### src/rtl/vcdma_pkg.sv
package vcdma_pkg;

    localparam int W = 16;

    localparam int MB_CHAIN = 0;
    localparam int MB_BURST = 1;
    localparam int MB_INTE  = 2;

    localparam int OFS_MODE  = 0;
    localparam int OFS_COUNT = 1;
    localparam int OFS_SRC   = 2;
    localparam int OFS_DST   = 3;
    localparam int OFS_LINK  = 4;
    localparam int OFS_ISR   = 5;
    localparam int DESC_WORDS = 6;

    typedef enum logic [2:0] {
        ST_IDLE, ST_VEC, ST_FETCH, ST_RD, ST_WR, ST_WB, ST_LINK, ST_DONE
    } state_t;

    typedef struct packed {
        logic [2:0]   mode;
        logic [W-1:0] count;
        logic [W-1:0] src;
        logic [W-1:0] dst;
        logic [W-1:0] link;
        logic [W-1:0] isr;
    } desc_t;

    function automatic desc_t desc_load(desc_t d, logic [2:0] idx, logic [W-1:0] v);
        desc_t r;
        r = d;
        case (idx)
            3'(OFS_MODE):  r.mode  = v[2:0];
            3'(OFS_COUNT): r.count = v;
            3'(OFS_SRC):   r.src   = v;
            3'(OFS_DST):   r.dst   = v;
            3'(OFS_LINK):  r.link  = v;
            default:       r.isr   = v;
        endcase
        return r;
    endfunction

    function automatic logic [W-1:0] wb_word(desc_t d, logic [1:0] i);
        case (i)
            2'd0:    return d.count;
            2'd1:    return d.src;
            default: return d.dst;
        endcase
    endfunction

endpackage

### src/rtl/vcdma_pend.sv
module vcdma_pend #(
    parameter int NSRC = 4
) (
    input  logic            clk,
    input  logic            rst,
    input  logic [NSRC-1:0] set_i,
    input  logic [NSRC-1:0] clr_i,
    output logic [NSRC-1:0] pend_o
);
    always_ff @(posedge clk) begin
        if (rst) pend_o <= '0;
        else     pend_o <= (pend_o & ~clr_i) | set_i;
    end
endmodule

### src/rtl/vcdma_arb.sv
module vcdma_arb #(
    parameter int NSRC = 4,
    localparam int IW  = (NSRC > 1) ? $clog2(NSRC) : 1
) (
    input  logic [NSRC-1:0] pend_i,
    output logic [NSRC-1:0] gnt_o,
    output logic [IW-1:0]   idx_o,
    output logic            any_o
);
    always_comb begin
        gnt_o = '0;
        idx_o = '0;
        for (int i = NSRC - 1; i >= 0; i--) begin
            if (pend_i[i]) begin
                gnt_o    = '0;
                gnt_o[i] = 1'b1;
                idx_o    = IW'(i);
            end
        end
        any_o = |pend_i;
    end
endmodule

### src/rtl/vcdma_ctrl.sv
module vcdma_ctrl
    import vcdma_pkg::*;
#(
    parameter int           NSRC     = 4,
    parameter logic [W-1:0] VEC_BASE = '0,
    localparam int IW = (NSRC > 1) ? $clog2(NSRC) : 1
) (
    input  logic          clk,
    input  logic          rst,
    input  logic          any_i,
    input  logic [IW-1:0] idx_i,
    output logic          take_o,
    output logic          mem_req_o,
    output logic          mem_we_o,
    output logic [W-1:0]  mem_addr_o,
    output logic [W-1:0]  mem_wdata_o,
    input  logic          mem_ack_i,
    input  logic [W-1:0]  mem_rdata_i,
    output logic          irq_o,
    output logic [W-1:0]  irq_addr_o
);
    state_t        state;
    logic [IW-1:0] cur;
    logic [W-1:0]  base;
    desc_t         d;
    logic [2:0]    fidx;
    logic [1:0]    wbi;
    logic [W-1:0]  dbuf;
    logic          term;

    assign take_o     = (state == ST_IDLE) && any_i;
    assign irq_o      = (state == ST_DONE) && term && d.mode[MB_INTE];
    assign irq_addr_o = d.isr;

    always_comb begin
        mem_req_o   = 1'b0;
        mem_we_o    = 1'b0;
        mem_addr_o  = '0;
        mem_wdata_o = '0;
        case (state)
            ST_VEC: begin
                mem_req_o  = 1'b1;
                mem_addr_o = VEC_BASE + W'(cur);
            end
            ST_FETCH: begin
                mem_req_o  = 1'b1;
                mem_addr_o = base + W'(fidx);
            end
            ST_RD: begin
                mem_req_o  = 1'b1;
                mem_addr_o = d.src;
            end
            ST_WR: begin
                mem_req_o   = 1'b1;
                mem_we_o    = 1'b1;
                mem_addr_o  = d.dst;
                mem_wdata_o = dbuf;
            end
            ST_WB: begin
                mem_req_o   = 1'b1;
                mem_we_o    = 1'b1;
                mem_addr_o  = base + W'(OFS_COUNT) + W'(wbi);
                mem_wdata_o = wb_word(d, wbi);
            end
            ST_LINK: begin
                mem_req_o   = 1'b1;
                mem_we_o    = 1'b1;
                mem_addr_o  = VEC_BASE + W'(cur);
                mem_wdata_o = d.link;
            end
            default: ;
        endcase
    end

    always_ff @(posedge clk) begin
        if (rst) begin
            state <= ST_IDLE;
            cur   <= '0;
            base  <= '0;
            d     <= '0;
            fidx  <= '0;
            wbi   <= '0;
            dbuf  <= '0;
            term  <= 1'b0;
        end else begin
            case (state)
                ST_IDLE: begin
                    if (any_i) begin
                        cur   <= idx_i;
                        state <= ST_VEC;
                    end
                end
                ST_VEC: begin
                    if (mem_ack_i) begin
                        base  <= mem_rdata_i;
                        fidx  <= '0;
                        state <= ST_FETCH;
                    end
                end
                ST_FETCH: begin
                    if (mem_ack_i) begin
                        d <= desc_load(d, fidx, mem_rdata_i);
                        if (fidx == 3'(DESC_WORDS - 1)) begin
                            term  <= 1'b0;
                            state <= (d.count == '0) ? ST_DONE : ST_RD;
                        end else begin
                            fidx <= fidx + 3'd1;
                        end
                    end
                end
                ST_RD: begin
                    if (mem_ack_i) begin
                        dbuf  <= mem_rdata_i;
                        state <= ST_WR;
                    end
                end
                ST_WR: begin
                    if (mem_ack_i) begin
                        d.count <= d.count - 1'b1;
                        d.src   <= d.src + 1'b1;
                        d.dst   <= d.dst + 1'b1;
                        if (d.mode[MB_BURST] && d.count != W'(1)) begin
                            state <= ST_RD;
                        end else begin
                            wbi   <= '0;
                            state <= ST_WB;
                        end
                    end
                end
                ST_WB: begin
                    if (mem_ack_i) begin
                        if (wbi == 2'd2) begin
                            term  <= (d.count == '0);
                            state <= (d.count == '0 && d.mode[MB_CHAIN]) ? ST_LINK : ST_DONE;
                        end else begin
                            wbi <= wbi + 2'd1;
                        end
                    end
                end
                ST_LINK: begin
                    if (mem_ack_i) state <= ST_DONE;
                end
                default: state <= ST_IDLE;
            endcase
        end
    end
endmodule

### src/rtl/vcdma_top.sv
module vcdma_top
    import vcdma_pkg::*;
#(
    parameter int           NSRC     = 4,
    parameter logic [W-1:0] VEC_BASE = '0
) (
    input  logic            clk,
    input  logic            rst,
    input  logic [NSRC-1:0] req_i,
    output logic            mem_req_o,
    output logic            mem_we_o,
    output logic [W-1:0]    mem_addr_o,
    output logic [W-1:0]    mem_wdata_o,
    input  logic            mem_ack_i,
    input  logic [W-1:0]    mem_rdata_i,
    output logic            irq_o,
    output logic [W-1:0]    irq_addr_o
);
    localparam int IW = (NSRC > 1) ? $clog2(NSRC) : 1;

    logic [NSRC-1:0] pend_w;
    logic [NSRC-1:0] gnt_w;
    logic [NSRC-1:0] clr_w;
    logic [IW-1:0]   idx_w;
    logic            any_w;
    logic            take_w;

    assign clr_w = take_w ? gnt_w : '0;

    vcdma_pend #(.NSRC(NSRC)) u_pend (
        .clk(clk), .rst(rst), .set_i(req_i), .clr_i(clr_w), .pend_o(pend_w)
    );

    vcdma_arb #(.NSRC(NSRC)) u_arb (
        .pend_i(pend_w), .gnt_o(gnt_w), .idx_o(idx_w), .any_o(any_w)
    );

    vcdma_ctrl #(.NSRC(NSRC), .VEC_BASE(VEC_BASE)) u_ctrl (
        .clk(clk), .rst(rst), .any_i(any_w), .idx_i(idx_w), .take_o(take_w),
        .mem_req_o(mem_req_o), .mem_we_o(mem_we_o), .mem_addr_o(mem_addr_o),
        .mem_wdata_o(mem_wdata_o), .mem_ack_i(mem_ack_i), .mem_rdata_i(mem_rdata_i),
        .irq_o(irq_o), .irq_addr_o(irq_addr_o)
    );
endmodule

### config.mk
export PLATFORM = sky130hd
export DESIGN_NAME = vcdma_top
export DESIGN_NICKNAME = d
export VERILOG_FILES = /design/src/rtl/vcdma_pkg.sv /design/src/rtl/vcdma_pend.sv /design/src/rtl/vcdma_arb.sv /design/src/rtl/vcdma_ctrl.sv /design/src/rtl/vcdma_top.sv
export SDC_FILE = /design/constraint.sdc
export NUM_CORES = 1
export LEC_CHECK = 0
export ABC_AREA = 1
export BUFFER_PORTS_ARGS = -buffer_cell sky130_fd_sc_hd__clkbuf_2
export CORE_MARGIN = 10
export CORE_UTILIZATION = 62
export DETAILED_ROUTE_END_ITERATION = 10
export PLACE_DENSITY = 0.79
export SLEW_MARGIN = 20
export SYNTH_ARGS = -nofsm -noshare
export SYNTH_HDL_FRONTEND = slang
export SYNTH_SLANG_ARGS = --single-unit
export TNS_END_PERCENT = 5
### constraint.sdc
create_clock -name clk -period 5.4 [get_ports clk]
set_clock_uncertainty 0.15 [all_clocks]
set_input_delay 0.54 -clock clk [delete_from_list [all_inputs] [get_ports clk]]
set_output_delay 0.54 -clock clk [all_outputs]
set_load 0.01 [all_outputs]
==> impl_metrics.py, run 1 <==
metrics = {
    "status": {
        "status": "complete, no violations",
    },
    "yosys": {
        "synth-main-ff-cell": "dfxtp_1",
        "synth_area_leaders": "dfxtp_1, o21ai_0, nor2_1, nand2_1, inv_1",
        "synth-edff-count": 0,
        "synth_area_sq_mm": 0.008023,
        "synth_top_cell_by_area": "dfxtp_1",
        "syn_avg_cell_area_sq_um": 6.428,
        "ys_seq_area_share_pct": 32.44,
        "syn-instance-count": 1248,
        "yosys_warnings": 0,
        "synth.distinct_cells": 41,
        "synth.net_count": 1292,
        "yosys-top-cells-count": "nor2_1, nand2_1, o21ai_0, inv_1, dfxtp_1",
        "synthArstFlopShare_pct": 0,
        "yosysTopAreaCellShare_pct": 32.44,
        "yosys_register_bits": 130,
        "synth_most_common_cell": "nor2_1",
    },
    "setup_path": {
        "cp_slowest_cell": "buf_4",
        "critPathKind": "reg -> out",
        "startpoint": "u_ctrl.state[1]",
        "ff2ff_setup_slack_ns": 2.55,
        "required_ns": 4.71,
        "timing.rr.end": "u_ctrl.d[40]",
        "crit_fanout": 55,
        "worstPathArrival_ns": 2.82,
        "crit_chain": "nor2_2, nand2_4, inv_1, buf_4, nand2_1, o2111ai_1, clkbuf_2",
        "endpoint_kind": "primary output",
        "cp-start-kind": "flop",
        "reg2reg_from": "u_ctrl.state[1]",
        "critPathMaxStageDelay_ns": 0.51,
        "rr_worst_depth": 8,
        "setup.worst_path.end": "mem_addr_o[3]",
    },
    "grt": {
        "grt_overflow": 0,
        "track_usage_pct": 27.76,
        "grt_pass1_vias": 7711,
        "grt_pass1_wl_mm": 40.30,
        "antenna_found_initial": 0,
        "grt_max_degree": 69,
    },
    "route": {
        "drcViolationCount": 0,
        "via_per_inst": 5.916,
        "totalWireLength_mm": 25.34,
        "ant_nets": 0,
        "dr.pass1.iters": 6,
        "wl_per_cell_microns": 17.35,
        "num_vias": 8637,
        "drt_iter0_markers": 1108,
    },
    "timing": {
        "fin_crit_sh_pct": 64.91,
        "fmax_mhz": 285.3,
        "maxSlewViolCount": 0,
        "final.setup.tns_ns": 0,
        "setup_viol": 0,
        "period_minus_slack_ns": 3.505,
        "tightest_slew_ns": 1.020,
        "rsz0062_at_grt": "no",
        "hold_viol": 0,
        "slew-limit-headroom_pct": 31.87,
    },
    "die": {
        "dieArea_sq_mm": 0.01789,
        "initial_core_util_pct": 63.32,
        "core-area_sq_mm": 0.01267,
        "die_h_microns": 133.8,
        "pin_count": 74,
        "fp-row-count": 41,
        "die_width_microns": 133.8,
    },
    "power_and_ir_drop": {
        "switching_power_mw": 1.409,
        "p_int_mw": 2.153,
        "ir_drop_mv": 0.3381,
        "combinationalPowerShare_pct": 33.3,
        "seq_power_share_pct": 34.8,
        "power_mw": 3.562,
        "swShare_pct": 39.55,
        "power_per_cell_area_mw_per_mm2": 402.8,
        "leakage_nw": 3.556,
        "clkPwrFrac_pct": 32.0,
    },
    "min_path": {
        "hold_path_class": "in -> reg",
    },
    "clock_network": {
        "clkLatencyLatePin_ns": 0.43,
        "cts_sinks": 130,
        "cts_setup_buffers": 0,
        "ctsResizeCount": 0,
        "cts_buffers": 17,
        "h-tree-depth": 4,
        "ctsHoldBuffers": 0,
        "cts.clk_slew.worst_paths_ns": 0.06,
        "cts_buffer_depth": 2,
        "cts_tree": "done",
        "cts.root.buffer_cell": "clkbuf_16",
    },
    "job": {
        "maxCapViolations": 0,
    },
    "cells_and_area": {
        "diodes": 0,
        "drive_gt1_share_pct": 10.17,
        "area_growth_pct": 10.23,
        "nets": 1319,
        "fill_cells": 1140,
    },
    "placed_design": {
        "dpl.hpwl_mm": 18.27,
        "portBuffers": 73,
        "gp_congestion": 1.005,
    },
}
worst min-delay path by stage:
stage	start	to	slack, ns	cells after the start
after floorplan	u_ctrl.dbuf[0]	u_ctrl.dbuf[0]	0.28	2
after global placement	u_ctrl.dbuf[15]	u_ctrl.dbuf[15]	0.29	2
after detailed placement	u_ctrl.dbuf[15]	u_ctrl.dbuf[15]	0.30	2
after CTS	req_i[0]	u_pend.pend_o[0]	0.17	3
after global routing	req_i[2]	u_pend.pend_o[2]	0.18	3
final	req_i[2]	u_pend.pend_o[2]	0.17	3
registers in the layout, summed over array words and instances (netlist names), 2 cells and up:
signal and flops:
u_ctrl.d 67, u_ctrl.base 16, u_ctrl.dbuf 16, u_ctrl.irq_addr_o 16, u_pend.pend_o 4, u_ctrl.fidx 3
u_ctrl.state 3, u_ctrl.cur 2, u_ctrl.wbi 2
through the flow:
stage,instance area (sq um),worst slack [ns],cells,hold WS (ns),utilization (%)
6_report,8843,1.895,1460,0.1660,69.79
5_1_grt,8843,1.703,1460,0.1816,69.79
4_1_cts,8838,1.970,1460,0.1732,69.75
3_5_place_dp,8257,2.410,1428,0.2988,65.16
3_3_place_gp,8257,2.458,1428,0.2916,65.16
2_1_floorplan,8023,2.792,1248,0.2799,-
kinds of logic (layout without fill, tap and decap cells):
kind of cell             count (synthesis)  in the layout  share of synthesized area (%)
XOR/XNOR                                10             10                          1.092
adder cells (fa/ha/maj)                 21             21                          3.462
AND/OR/NAND/NOR                        518            518                          27.21
flip-flops                             130            130                          32.44
AO/OA/AOI/OAI                          343            343                          23.61
buffers and inverters                  226            266                          12.18
worst max-delay path: cells and delay by family, from the launching register on:
family / cells / cell delay (ns)
AO/OA/AOI/OAI: 1 / 0.16
buffers and inverters: 3 / 1.10
flip-flops: 1 / 0.38
AND/OR/NAND/NOR: 3 / 0.70
final cells by class:
type | count | area [sq um] | share of cell area (%)
clock inverters | 10 | 107.6 | 1.217
flip-flops and latches | 130 | 2603 | 29.43
clock buffers | 22 | 474.2 | 5.362
inverters | 156 | 590.6 | 6.678
multi-input cells | 892 | 4451 | 50.33
well taps | 172 | 215.2 | 2.433
repair buffers | 78 | 402.9 | 4.556
layout by cell type (no fill, tap or decap), types with 11 or more instances in the layout:
cell	count
a211oi_1	18
o211ai_1	23
nand3_1	71
dfxtp_1	130
nor2_1	198
ha_1	19
inv_1	148
nor3_1	18
o21ai_0	151
a31oi_1	13
o21ai_1	11
a21oi_1	96
clkbuf_2	73
nand4_1	17
clkbuf_16	17
o22ai_1	25
nand2_1	195
power by group through the flow:
stage / Combinational [mW] / Sequential [mW] / Clock [mW]
final: 1.19 / 1.24 / 1.14
after global routing: 1.33 / 1.26 / 1.19
after CTS: 1.16 / 1.23 / 1.14
after detailed placement: 1.15 / 1.25 / 0
after global placement: 1.14 / 1.25 / 0
after floorplan: 0.908 / 1.21 / 0
metal layers:
layer	vias to the layer above	GRT usage [%]	part of all wire, %
met1	3889	36.92	43
met2	483	40.80	42
met5	-	0	0
met3	79	6.729	11
met4	0	14.09	4.5
li1	4186	-	-
Power figures use the tool's default switching activity.
==> run 2, diff against run 1 <==
- CORE_UTILIZATION: 62 -> 55
- PLACE_DENSITY: 0.79 -> 0.74
- clock period: 5.4 -> 2.92 ns (I/O delays scaled with it)
==> impl_metrics.py, run 2 (same netlist as run 1, synthesis figures left out) <==
metrics = {
    "die": {
        "initial_core_util_pct": 55.62,
        "dieArea_sq_mm": 0.01982,
        "pin_count": 74,
        "fp-row-count": 44,
        "core-area_sq_mm": 0.01442,
        "die_width_microns": 140.8,
        "die_h_microns": 140.8,
    },
    "route": {
        "num_vias": 8723,
        "drcViolationCount": 0,
        "ant_nets": 0,
        "via_per_inst": 5.858,
        "totalWireLength_mm": 25.82,
        "dr.pass1.iters": 8,
        "wl_per_cell_microns": 17.34,
        "drt_iter0_markers": 936,
    },
    "setup_path": {
        "critPathKind": "reg -> out",
        "endpoint_kind": "primary output",
        "worstPathArrival_ns": 2.39,
        "required_ns": 2.48,
        "crit_fanout": 5,
        "cp-start-kind": "flop",
    },
    "cells_and_area": {
        "nets": 1336,
        "area_growth_pct": 13.16,
        "instances_no_fill": 1489,
        "drive_gt1_share_pct": 12.26,
        "utilization_pct": 62.94,
        "regArea_sq_mm": 0.002609,
        "regMostFlops": "u_ctrl.d",
        "fill_cells": 1399,
        "diodes": 0,
        "largest_register_ffs": 67,
        "final_common_cell": "nor2_1",
        "final_area_sq_mm": 0.009079,
        "multiInputGateArea_sq_mm": 0.004482,
        "mostFrequentLayoutCells": "nor2_1, nand2_1, inv_1, o21ai_0, dfxtp_1",
    },
    "timing": {
        "maxSlewViolCount": 0,
        "fin_crit_sh_pct": 97.11,
        "hold_viol": 0,
        "fmax_mhz": 352.6,
        "slew-limit-headroom_pct": 59.21,
        "setup_viol": 0,
        "rsz0062_at_grt": "yes",
        "tightest_slew_ns": 0.6103,
        "hold_ws_ns": 0.03677,
        "period_minus_slack_ns": 2.836,
    },
    "placed_design": {
        "placed_cells": 1452,
        "gp_congestion": 0.9484,
        "dpl-instance-area_sq_mm": 0.008374,
        "portBuffers": 73,
        "dpl.hpwl_mm": 18.80,
    },
    "clock_network": {
        "cts.clk_slew.worst_paths_ns": 0.06,
        "cts.root.buffer_cell": "clkbuf_16",
        "clkLatencyLatePin_ns": 0.43,
        "cts_buffer_depth": 2,
        "cts_sinks": 130,
        "h-tree-depth": 4,
        "cts_buffers": 17,
        "cts_tree": "done",
    },
    "grt": {
        "top_usage_layer": "met2",
        "grt_pass1_vias": 7553,
        "use_met1_pct": 33.07,
        "grt_overflow": 0,
        "grt_util_met2_pct": 38.84,
        "grt_pass1_wl_mm": 40.25,
        "grt.met3_usage_pct": 6.315,
        "grt_max_degree": 95,
        "track_usage_pct": 24.93,
        "antenna_found_initial": 0,
    },
    "power_and_ir_drop": {
        "power_mw": 6.767,
        "leakage_nw": 3.645,
        "ir_drop_mv": 0.4896,
        "power_per_cell_area_mw_per_mm2": 745.4,
    },
    "min_path": {
        "hold_path_class": "in -> reg",
    },
    "status": {
        "status": "complete, no violations",
    },
    "job": {
        "maxCapViolations": 0,
    },
}
[run 2: changes by cell type in the layout (fill, tap and decap cells not counted), sizes merged]
| cell | previous run | this run |
|---|---|---|
| clkinv | 5 | 6 |
| bufinv | 2 | 3 |
| clkbuf | 95 | 92 |
| buf | 5 | 19 |
| dlygate4sd3 | 0 | 4 |
[run 2: worst paths after layout]
path	start	end	slack (ns)	cells after the start
worst max-delay path	u_ctrl.fidx[0]	mem_addr_o[4]	0.08	12
worst min-delay path	mem_rdata_i[4]	u_ctrl.d[20]	0.04	3
worst max register to register	u_ctrl.state[2]	u_ctrl.irq_addr_o[0]	0.50	7
worst min register to register	u_ctrl.dbuf[14]	u_ctrl.dbuf[14]	0.31	2
[run 2: critical path: stages (launching register included)]
cell and delay, ns:
dfxtp_4 0.37, ha_2 0.17, inv_1 0.05, fa_1 0.37, inv_1 0.08, nand2_1 0.07, a21oi_2 0.20, buf_4 0.17
inv_1 0.06, nand2_1 0.05, nand3_1 0.06, o311ai_0 0.11, clkbuf_2 0.20
[run 2: cell type report]
class	count	share of cell area (%)
clock buffers	20	5.030
flip-flops and latches	130	28.73
multi-input cells	892	49.37
well taps	184	2.536
clock inverters	12	1.736
repair buffers	95	6.092
inverters	156	6.505
[run 2: repair_timing]
action / 4_1_cts / 5_1_grt
buffers inserted: 1 / 0
pin swaps: 2 / 3
resized for setup: 3 / 22
hold endpoints to repair: 4 / 0
hold buffers: 4 / 0
setup endpoints to repair: 1 / 7
[run 2: routing by layer]
metal / up-vias / share of wire, %
li1: 4240 / -
met3: 49 / 11
met4: 0 / 2.4
met1: 3945 / 42
met5: - / 0
met2: 489 / 44
[run 2: power by group]
group / leakage (nW) / internal [mW] / switching [mW] / total, mW
logic: 2.30 / 0.681 / 1.56 / 2.24
registers: 1.05 / 2.02 / 0.274 / 2.30
clock network: 0.292 / 1.39 / 0.838 / 2.23
total: 3.64 / 4.09 / 2.67 / 6.77
[run 2: metrics by stage]
step | setup WS, ns | setup TNS [ns]
finish | 0.08427 | 0
global route | -0.02633 | -0.07970
CTS | 0.003742 | 0
detailed placement | 0.4033 | 0
global placement | 0.4311 | 0
floorplan | 0.5597 | 0
==> run 3, diff against run 2 <==
- CORE_UTILIZATION: 55 -> 62
- GPL_TIMING_DRIVEN: unset -> 0
- PLACE_DENSITY: 0.74 -> 0.79
- clock period: 2.92 -> 3.35 ns (I/O delays scaled with it)
==> impl_metrics.py, run 3 (same netlist as run 1, synthesis figures left out) <==
metrics = {
    "min_path": {
        "hold_path_class": "in -> reg",
    },
    "route": {
        "drcViolationCount": 0,
        "via_per_inst": 6.167,
        "totalWireLength_mm": 30.54,
        "num_vias": 9429,
        "ant_nets": 0,
        "wl_per_cell_microns": 19.98,
        "dr.pass1.iters": 5,
        "drt_iter0_markers": 1358,
    },
    "job": {
        "maxCapViolations": 0,
    },
    "grt": {
        "grt_pass1_wl_mm": 47.44,
        "track_usage_pct": 33.47,
        "grt_pass1_vias": 8736,
        "antenna_found_initial": 1,
        "grt_max_degree": 17,
        "grt_overflow": 0,
    },
    "setup_path": {
        "cp-start-kind": "flop",
        "worstPathArrival_ns": 2.77,
        "crit_fanout": 10,
        "ff2ff_setup_slack_ns": 1.18,
        "required_ns": 2.86,
        "critPathKind": "reg -> out",
        "endpoint_kind": "primary output",
    },
    "die": {
        "die_h_microns": 133.8,
        "dieArea_sq_mm": 0.01789,
        "core-area_sq_mm": 0.01267,
        "die_width_microns": 133.8,
        "initial_core_util_pct": 63.32,
        "pin_count": 74,
        "fp-row-count": 41,
    },
    "cells_and_area": {
        "largest_register_ffs": 67,
        "nets": 1387,
        "area_growth_pct": 15.91,
        "drive_gt1_share_pct": 12.39,
        "instances_no_fill": 1529,
        "mostFrequentLayoutCells": "nor2_1, nand2_1, o21ai_0, inv_1, dfxtp_1",
        "final_common_cell": "nor2_1",
        "regMostFlops": "u_ctrl.d",
    },
    "clock_network": {
        "cts.root.buffer_cell": "clkbuf_16",
        "cts_tree": "done",
        "cts_sinks": 130,
        "cts_buffers": 17,
        "cts.clk_slew.worst_paths_ns": 0.06,
        "cts_buffer_depth": 2,
        "clkLatencyLatePin_ns": 0.44,
        "cts_setup_buffers": 0,
        "h-tree-depth": 4,
    },
    "timing": {
        "final.setup.tns_ns": 0,
        "tightest_slew_ns": 0.8062,
        "fmax_mhz": 307.4,
        "fin_crit_sh_pct": 97.10,
        "rsz0062_at_grt": "no",
        "hold_viol": 0,
        "setup_viol": 0,
        "hold_ws_ns": 0.1072,
        "period_minus_slack_ns": 3.253,
        "maxSlewViolCount": 0,
        "slew-limit-headroom_pct": 46.06,
    },
    "placed_design": {
        "portBuffers": 72,
        "gp_congestion": 1.041,
        "dpl.hpwl_mm": 22.29,
        "placed_cells": 1492,
    },
    "power_and_ir_drop": {
        "leakage_nw": 3.814,
        "power_per_cell_area_mw_per_mm2": 668.5,
        "ir_drop_mv": 0.5977,
    },
    "status": {
        "status": "complete, no violations",
    },
}
run 3: changes by cell type in the layout (fill, tap and decap cells not counted), moves of 4 or more:
| cell | delta |
|---|---|
| buf_6 | +4 |
| o21ai_0 | +7 |
| clkbuf_1 | +26 |
| buf_2 | +13 |
| o21ai_1 | -6 |
| inv_6 | +5 |
run 3: where the power goes:
group	leakage, nW	internal, mW	total (mW)	switching [mW]
sequential	1.05	1.76	1.99	0.233
clock	0.316	1.28	2.06	0.783
combinational	2.45	0.634	2.16	1.53
total	3.81	3.67	6.22	2.54
run 3: final cells by class:
| cell class | instances | area [sq um] |
|---|---|---|
| tap | 172 | 215.2 |
| clock buffer | 18 | 439.2 |
| multi-input combinational | 892 | 4459 |
| inverter | 156 | 590.6 |
| antenna | 1 | 2.502 |
| buffer | 70 | 389.1 |
| sequential | 130 | 2603 |
| fill | 1061 | 3372 |
| clock inverter | 14 | 200.2 |
| timing repair buffer | 76 | 400.4 |
run 3: worst paths after layout:
path | from | endpoint | cells after the start
worst max-delay path | u_ctrl.wbi[1] | mem_wdata_o[3] | 8
worst min-delay path | mem_rdata_i[13] | u_ctrl.d[29] | 3
worst max register to register | u_ctrl.fidx[1] | u_ctrl.irq_addr_o[9] | 7
worst min register to register | u_ctrl.cur[1] | u_ctrl.cur[1] | 2
run 3: through the flow:
stage | util [%] | setup slack [ns] | cell area (sq um) | total power [mW]
2_1_floorplan | - | 0.9467 | 8023 | 3.409
3_3_place_gp | 67.86 | 0.4970 | 8598 | 4.020
3_5_place_dp | 67.86 | 0.3896 | 8598 | 4.055
4_1_cts | 73.25 | 0.1140 | 9281 | 6.098
5_1_grt | 73.37 | 0.03441 | 9296 | 6.511
6_report | 73.39 | 0.09699 | 9299 | 6.216
run 3: worst max-delay path, stage by stage, from the launching register on:
cell and delay (ns):
dfxtp_1 0.40, inv_1 0.12, ha_1 0.25, inv_1 0.19, clkbuf_1 0.42, o22ai_1 0.17, o21ai_0 0.42, o211ai_1 0.19
clkbuf_2 0.17
run 3: layer usage:
layer / track usage [%] / wire length [microns] / up-vias
met5: 0 / 0 / -
met4: 21.40 / 2075 / 0
met3: 9.662 / 4117 / 162
met2: 49.20 / 12680 / 741
met1: 41.95 / 11670 / 4186
li1: - / - / 4340
run 3: repair_timing:
action | 4_1_cts | 5_1_grt
endpoints found under the hold margin | 4 | 0
gates resized for setup | 1 | 7
endpoints found under the setup margin | 3 | 5
hold buffers | 4 | 0
